$ cat src/rtl/psd_pkg.sv
package psd_pkg;

    localparam int FRONT_W      = 2;
    localparam int FRONT_PHASES = 1 << FRONT_W;

    typedef struct packed {
        logic [FRONT_W-1:0] cnt;   // two cascaded halvers, as one count
        logic [FRONT_W-1:0] sel;   // selected phase of the 4-to-1 mux
        logic               skip;  // ignore the first match after a shift
    } front_st_t;

    typedef struct packed {
        logic ph;    // which half of the 2/3 cycle the cell is in
        logic ext;   // extra tick already absorbed this output period
    } cell_st_t;

endpackage

$ cat src/rtl/psd_front.sv
module psd_front
    import psd_pkg::*;
(
    input  logic               clk_i,
    input  logic               rst_i,
    input  logic [FRONT_W-1:0] stretch_i,
    input  logic               load_i,
    output logic               tick_o
);

    front_st_t st_q, st_d;

    logic [FRONT_W-1:0] phase_pos [FRONT_PHASES];
    logic [FRONT_W-1:0] sel_pos;
    logic               match;

    // Four staggered phases of the divide-by-4; each lags the previous by one cycle
    for (genvar k = 0; k < FRONT_PHASES; k++) begin : g_phase
        assign phase_pos[k] = st_q.cnt - FRONT_W'(k);
    end

    always_comb begin
        st_d     = st_q;
        st_d.cnt = st_q.cnt + 1'b1;
        sel_pos  = phase_pos[st_q.sel];
        match    = (sel_pos == '0);
        tick_o   = match && !st_q.skip;
        if (match && st_q.skip) begin
            st_d.skip = 1'b0;
        end
        if (tick_o && load_i) begin
            // shifting to a later phase stretches the next front period
            st_d.sel  = st_q.sel + stretch_i;
            st_d.skip = (stretch_i != '0);
        end
    end

    always_ff @(posedge clk_i) begin
        if (rst_i) begin
            st_q <= '0;
        end else begin
            st_q <= st_d;
        end
    end

endmodule

$ cat src/rtl/psd_cell.sv
module psd_cell
    import psd_pkg::*;
(
    input  logic clk_i,
    input  logic rst_i,
    input  logic tick_i,   // input tick from the stage below
    input  logic win_i,    // every cell above sits in its second half
    input  logic ctl_i,    // absorb one extra tick per output period
    input  logic clr_i,    // output period ends this cycle
    output logic tick_o,
    output logic ph_o
);

    cell_st_t st_q, st_d;
    logic     absorb;

    always_comb begin
        st_d   = st_q;
        absorb = tick_i && st_q.ph && win_i && ctl_i && !st_q.ext;
        tick_o = tick_i && st_q.ph && !absorb;
        if (tick_i && !absorb) begin
            st_d.ph = ~st_q.ph;
        end
        if (absorb) begin
            st_d.ext = 1'b1;
        end
        if (clr_i) begin
            st_d.ext = 1'b0;
        end
    end

    always_ff @(posedge clk_i) begin
        if (rst_i) begin
            st_q <= '0;
        end else begin
            st_q <= st_d;
        end
    end

    assign ph_o = st_q.ph;

endmodule

$ cat src/rtl/pulse_swallow_div.sv
module pulse_swallow_div
    import psd_pkg::*;
#(
    parameter int NCELL  = 4,
    localparam int CTRL_W = FRONT_W + NCELL
) (
    input  logic              clk_i,
    input  logic              rst_i,
    input  logic [CTRL_W-1:0] ctrl_i,
    output logic              div_clk_o,
    output logic              bound_o
);

    typedef struct packed {
        logic [CTRL_W-1:0] ctrl;
        logic              strobe;
    } top_st_t;

    top_st_t          st_q, st_d;
    logic [NCELL:0]   tk;
    logic [NCELL:0]   win;
    logic [NCELL-1:0] ph;
    logic             f_tick;
    logic             out_tick;

    psd_front u_front (
        .clk_i     (clk_i),
        .rst_i     (rst_i),
        .stretch_i (ctrl_i[FRONT_W-1:0]),
        .load_i    (out_tick),
        .tick_o    (f_tick)
    );

    assign tk[0]      = f_tick;
    assign win[NCELL] = 1'b1;

    for (genvar k = 0; k < NCELL; k++) begin : g_cell
        assign win[k] = win[k+1] & ph[k];
        psd_cell u_cell (
            .clk_i  (clk_i),
            .rst_i  (rst_i),
            .tick_i (tk[k]),
            .win_i  (win[k+1]),
            .ctl_i  (st_q.ctrl[FRONT_W+k]),
            .clr_i  (out_tick),
            .tick_o (tk[k+1]),
            .ph_o   (ph[k])
        );
    end

    assign out_tick = tk[NCELL];

    always_comb begin
        st_d        = st_q;
        st_d.strobe = out_tick;
        if (out_tick) begin
            st_d.ctrl = ctrl_i;
        end
    end

    always_ff @(posedge clk_i) begin
        if (rst_i) begin
            st_q <= '0;
        end else begin
            st_q <= st_d;
        end
    end

    assign bound_o   = st_q.strobe;
    assign div_clk_o = ~ph[NCELL-1];

endmodule

$ cat config.mk
export PLATFORM = sky130hd
export DESIGN_NAME = pulse_swallow_div
export DESIGN_NICKNAME = d
export VERILOG_FILES = /design/src/rtl/psd_pkg.sv /design/src/rtl/psd_front.sv /design/src/rtl/psd_cell.sv /design/src/rtl/pulse_swallow_div.sv
export SDC_FILE = /design/constraint.sdc
export NUM_CORES = 1
export LEC_CHECK = 0
export BUFFER_PORTS_ARGS = -buffer_cell sky130_fd_sc_hd__buf_2
export CAP_MARGIN = 20
export CELL_PAD_IN_SITES_DETAIL_PLACEMENT = 0
export CELL_PAD_IN_SITES_GLOBAL_PLACEMENT = 1
export CORE_MARGIN = 4
export CORE_UTILIZATION = 37
export DETAILED_ROUTE_END_ITERATION = 10
export GPL_ROUTABILITY_DRIVEN = 0
export PLACE_DENSITY_LB_ADDON = 0.1
export SLEW_MARGIN = 20
export SYNTH_ARGS = -nofsm -noshare
export SYNTH_HDL_FRONTEND = slang
export SYNTH_SLANG_ARGS = --single-unit
export TNS_END_PERCENT = 5
$ cat constraint.sdc
create_clock -name clk_i -period 1.69 [get_ports clk_i]
set_input_delay 0.0845 -clock clk_i [delete_from_list [all_inputs] [get_ports clk_i]]
set_output_delay 0.0845 -clock clk_i [all_outputs]
set_load 0.01 [all_outputs]
== Yosys cells after proc, flatten, opt, wreduce, memory -nomap -nowiden ==
Cells that the tools add are included.

* Add/subtract/negate cells: 5
* Multiply operators: 0
* Divide/modulo/power cells: 0
* Order comparisons: 1
* Equality and inequality tests: 0
* Shifts and indexed selects: 0
* Multiplexer cells: 5
* Bitwise gates (word level): 7
* Reductions and logical operators: 39

{| class="wikitable"
|+ Operators with widths
! operator !! count
|-
| logical AND 1 bit || 26
|-
| zero test 1 bit || 9
|-
| binary-select mux 2 bit (select 2 bit) || 1
|-
| two-way mux 2 bit || 2
|-
| inverter 1 bit || 4
|-
| nonzero test 2 bit || 2
|-
| subtractor 2 bit (second input constant) || 2
|-
| >= comparator 3 bit (second input constant) || 1
|-
| inverter 2 -> 3 bit || 1
|-
| adder 2 x 1 -> 2 bit (second input constant) || 1
|-
| adder 2 bit || 1
|-
| bitwise AND 1 bit || 2
|-
| zero test 2 bit || 1
|-
| two-way mux 1 bit || 2
|-
| OR reduction 2 bit || 1
|-
| subtractor 2 x 1 -> 2 bit (second input constant) || 1
|}

* Flip-flop bits (word level): 20
* Latch bits: 0
* RAM bits: 0
* ROM bits: 0
* Input port bits: 8
* Output and inout port bits: 2
* Word-level logic and storage cells: 70
* Memories: 0

== Longest topological paths before layout ==
* Word-level depth: 31
* Mapped depth: 5

== Cells and area by module ==
A second synthesis with hierarchy kept.

* Cells, all modules: 76
* Area, all modules: 778.2 um^2

{| class="wikitable"
|+ By module, submodules not included
! module !! instances !! cells each !! area each (um^2) !! sequential area each (um^2)
|-
| psd_cell || 4 || 8 || 86.3 || 40.0
|-
| psd_front || 1 || 25 || 240.2 || 100.1
|-
| pulse_swallow_div || 1 || 19 || 192.7 || 100.1
|}

== Least setup slack after synthesis ==
No wires, ideal clock.

* Kind: register to register
* From: reg u_front.st_q[1] in the netlist's numbering
* To: reg u_front.st_q[2] in the netlist's numbering
* Setup time: 0.071 ns
* Arrival time: 1.782 ns
* Required time: 1.619 ns
* Slack: -0.163 ns
* Cell stages (with the launch flop): 6
* Path buffers: 1
* Period minus slack after synthesis: 1.853 ns
* Cells stage by stage: dfxtp_1 -> xor2_1 -> or4_1 -> buf_2 -> or4_1 -> a21oi_1

* Longest elaborated chain between the ends: 30
* Elaborated cells on any way between the ends: 31
* Classes of those cells: add/sub (1); mux (3); bitwise (1); reduce/logical (26)

{| class="wikitable"
|+ RTL lines
! item !! RTL line !! RTL
|-
| start, declared || psd_front.sv:11 || <nowiki>front_st_t st_q, st_d;</nowiki>
|-
| start signal, assigned || psd_front.sv:42 || <nowiki>st_q <= st_d;</nowiki>
|-
| inverter 2 -> 3 bit (not written as such) || psd_front.sv:25 || <nowiki>sel_pos = phase_pos[st_q.sel];</nowiki>
|-
| binary-select mux 2 bit (select 2 bit) || psd_front.sv:25 ||
|-
| two-way mux 2 bit (not written as such) (2 in series) || psd_front.sv:25 ||
|-
| zero test 2 bit || psd_front.sv:26 || <nowiki>match = (sel_pos == '0);</nowiki>
|-
| logical AND 1 bit || psd_front.sv:27 || <nowiki>tick_o = match && !st_q.skip;</nowiki>
|-
| logical AND 1 bit || psd_cell.sv:19, psd_cell.sv:20 ||
|-
| logical AND 1 bit (3 in series) || psd_cell.sv:19 || <nowiki>absorb = tick_i && st_q.ph && win_i && ctl_i && !st_q.ext;</nowiki>
|-
| zero test 1 bit || psd_cell.sv:20 || <nowiki>tick_o = tick_i && st_q.ph && !absorb;</nowiki>
|-
| (+8 left out) || -- ||
|-
| logical AND 1 bit (3 in series) || psd_cell.sv:19 ||
|-
| zero test 1 bit || psd_cell.sv:20 ||
|-
| logical AND 1 bit || psd_cell.sv:20 ||
|-
| logical AND 1 bit || psd_cell.sv:19, psd_cell.sv:20 ||
|-
| logical AND 1 bit (2 in series) || psd_cell.sv:19 ||
|-
| zero test 1 bit || psd_cell.sv:20 ||
|-
| logical AND 1 bit || psd_cell.sv:20 ||
|-
| logical AND 1 bit || psd_front.sv:31 || <nowiki>if (tick_o && load_i) begin</nowiki>
|}

Parallel ways exist; a longest one is shown, timed or not. The select of a mux whose other input is x is not followed.
A chain may end at the register's enable or synchronous reset.

== Worst setup path after layout ==
* From: reg u_front.st_q[2] in the netlist's numbering
* To: reg u_front.st_q[2] in the netlist's numbering

The elaborated chain is that of the path after synthesis.

==> metrics.yaml <==
drt:
  dr.pass1.iters: 4
  drc_errors: 0
  wl_per_cell_um: 12.7
  num_vias: 765
  routed_wl_mm: 1.79
  ant_nets: 0
  drt_iter0_markers: 22
  vias_per_cell: 5.43
global_route:
  grt_util_all_layers: 0.157
  overflow: 0
  grt_pass1_vias: 767
  grt_max_degree: 14
  grt_pass1_wl_mm: 3.33
  antenna_found_initial: 0
logic_synthesis:
  synth_top_area_frac: 0.444
  synth_edf_count: 0
  postSynthAreaPerCell_sq_um: 9.11
  syn_nets: 98
  postSynthCellCount: 89
  synth_area_leader_cell: "dfxtp_1"
  ys_async_sr_fraction: 0
  ys_ff_latch: 18
  synth.area.top_cells: "dfxtp_1, mux2i_1, nand2_1"
  yosys.cell_types.count: 33
  synth.most_common_cell: "dfxtp_1"
  syn_area_sq_um: 811
  synth-seq-area-share: 0.444
  synth.top_cells.by_count: "dfxtp_1, nand2_1, nor3_1, mux2i_1"
  ys_warn_count: 0
  ys.flop_type: "dfxtp_1"
min_path:
  hold_class: "primary input to flop"
  holdCritStartpoint: "ctrl_i[3]"
clocking:
  root_buffer: "clkbuf_4"
  cts_max_path_buffers: 2
  clock_latency_ns: 0.29
  postCtsSetupBuffers: 0
  cts_buffers: 3
  cts_tree: "done"
  cts.sinks: 18
  htreeDepth: 1
  cts_hold_buf: 0
  path_clk_slew_ns: 0.10
sta:
  tightest_slew_ns: 0.461
  setup_viol_count_final: 1
  setup_ws_ns: -0.0374
  period_share: 1.02
  hold_viol: 0
  drv_slew: 0
  relSlewSlack: 0.691
  rsz0062_at_grt: "yes"
  period_needed_ns: 1.73
  fmax_ghz: 0.579
  fin_skew_ns: 0.00520
power_and_ir_drop:
  netSwitchingPower_mw: 0.186
  pwr-share-seq: 0.549
  internal_power_mw: 0.620
  p_leak_nw: 0.420
  p_per_area_nw_per_um2: 758
  comb_power_share: 0.125
  ir_worst_vdd_mv: 0.507
  power_switching_share: 0.231
  p_clk_frac: 0.326
critical_path:
  cpPeakStageDelay_ns: 0.59
  cp_max_fo: 8
  startpoint_type: "flop"
  criticalPathCategory: "flop to flop"
  worst_path_most_repeated_cell: "or4_4"
  path_cells: "xor2_2 > or4_4 > or4_4 > a21oi_2"
  cp-startpoint: "u_front.st_q[2]"
  arrival_ns: 1.97
  worstReg2RegStart: "u_front.st_q[2]"
  slowest_stage: "or4_4"
  crit_path_end_kind: "flop"
  crit_required_ns: 1.93
die:
  rows: 16
  initial_utilization: 0.401
  pin_count: 10
  dieArea_sq_um: 3000
  fp.dieH_um: 54.8
  coreArea_sq_um: 2020
  fp.dieW_um: 54.8
status:
  status: "finished, violations left"
  violations: "setup timing"
place:
  placed_area_sq_um: 1010
  place_hpwl_mm: 1.28
  port_buffers: 9
  post-place-ws_ns: -0.0864
layout:
  diodes: 0
  fin_nets: 124
  area_delta_synth_final_pct: 31.2
  layout-drive-gt1-share: 0.316
  fin_area_sq_um: 1060
job:
  cap_violations: 0
==> sequential cells by signal, indices dropped and copies added, names as in the netlist <==
signal	flops
bound_o	1
u_front.st_q	5
st_q	4
g_cell.u_cell.ph_o	4
g_cell.u_cell.st_q	4
==> cell type report <==
type	instances	area (sq um)
multi-input combinational	64	447
fill	192	958
inverter	4	15.0
timing repair buffer	24	170
tap	27	33.8
clock buffer	4	36.3
sequential	18	362
==> stage by stage <==
step | hold slack (ns) | power, mW | utilization | std cells | setup TNS (ns)
after floorplan | 0.186 | 0.497 | - | 89 | -0.0809
after global placement | 0.335 | 0.550 | 0.500 | 137 | -0.137
after detailed placement | 0.342 | 0.551 | 0.500 | 137 | -0.367
after CTS | 0.0166 | 0.817 | 0.520 | 141 | 0
after global routing | 0.0184 | 0.856 | 0.526 | 141 | -0.532
final | 0.0245 | 0.806 | 0.526 | 141 | -0.0374
==> power by group through the flow <==
stage	sequential (mW)	clock [mW]	combinational [mW]
after floorplan	0.455	0	0.0418
after global placement	0.452	0	0.0983
after detailed placement	0.452	0	0.0986
after CTS	0.442	0.275	0.100
after global routing	0.444	0.299	0.112
final	0.442	0.263	0.101
==> final timing paths <==
check / endpoint / slack, ns / cells past startpoint
worst min-delay path: st_q[4] / 0.02 / 3
worst max register to register: u_front.st_q[2] / -0.04 / 4
worst max-delay path: u_front.st_q[2] / -0.04 / 4
worst min register to register: st_q[5] / 0.46 / 2
==> cell usage in the layout (no fill, tap or decap), types with 2 or more instances in the layout <==
| cell type | instances |
|---|---|
| o21ai_0 | 2 |
| mux2i_1 | 5 |
| clkbuf_4 | 3 |
| nor2_1 | 4 |
| nand2b_1 | 4 |
| nor3_1 | 5 |
| a31oi_1 | 3 |
| dfxtp_1 | 17 |
| buf_4 | 14 |
| or4_4 | 2 |
| xnor2_1 | 2 |
| o31ai_1 | 2 |
| buf_2 | 9 |
| nand2_1 | 9 |
| inv_1 | 4 |
| or3_1 | 2 |
| nand4_1 | 2 |
| o41ai_1 | 2 |
| o311ai_1 | 2 |
==> routing by layer <==
layer | track usage | vias up | part of all wire
li1 | - | 379 | -
met1 | 0.190 | 365 | 0.47
met2 | 0.254 | 17 | 0.45
met3 | 0.0572 | 4 | 0.070
met4 | 0.0498 | 0 | 0.012
met5 | 0 | - | 0
==> logic make-up after synthesis <==
kind of cell / after synthesis / synth area share
DFF: 18 / 0.444
xor gates and xnor gates: 4 / 0.0432
buffers and inverters: 7 / 0.0339
adders and majority gates: 1 / 0.0154
AOI/OAI and AO/OA: 18 / 0.162
muxes: 5 / 0.0617
and+or+nand+nor: 36 / 0.239
==> worst max-delay path, delay by kind of cell (launching register included) <==
family | cells | cell delay, ns
compound gates | 1 | 0.12
xor+xnor | 1 | 0.16
flops | 1 | 0.36
simple gates | 2 | 1.03
==> timing repair <==
item                       in CTS  in global routing
gates cloned                    0                  0
setup endpoints to repair       7                  9
pin swaps                       0                  1
resized for setup               1                  5
Power figures use the tool's default switching activity.
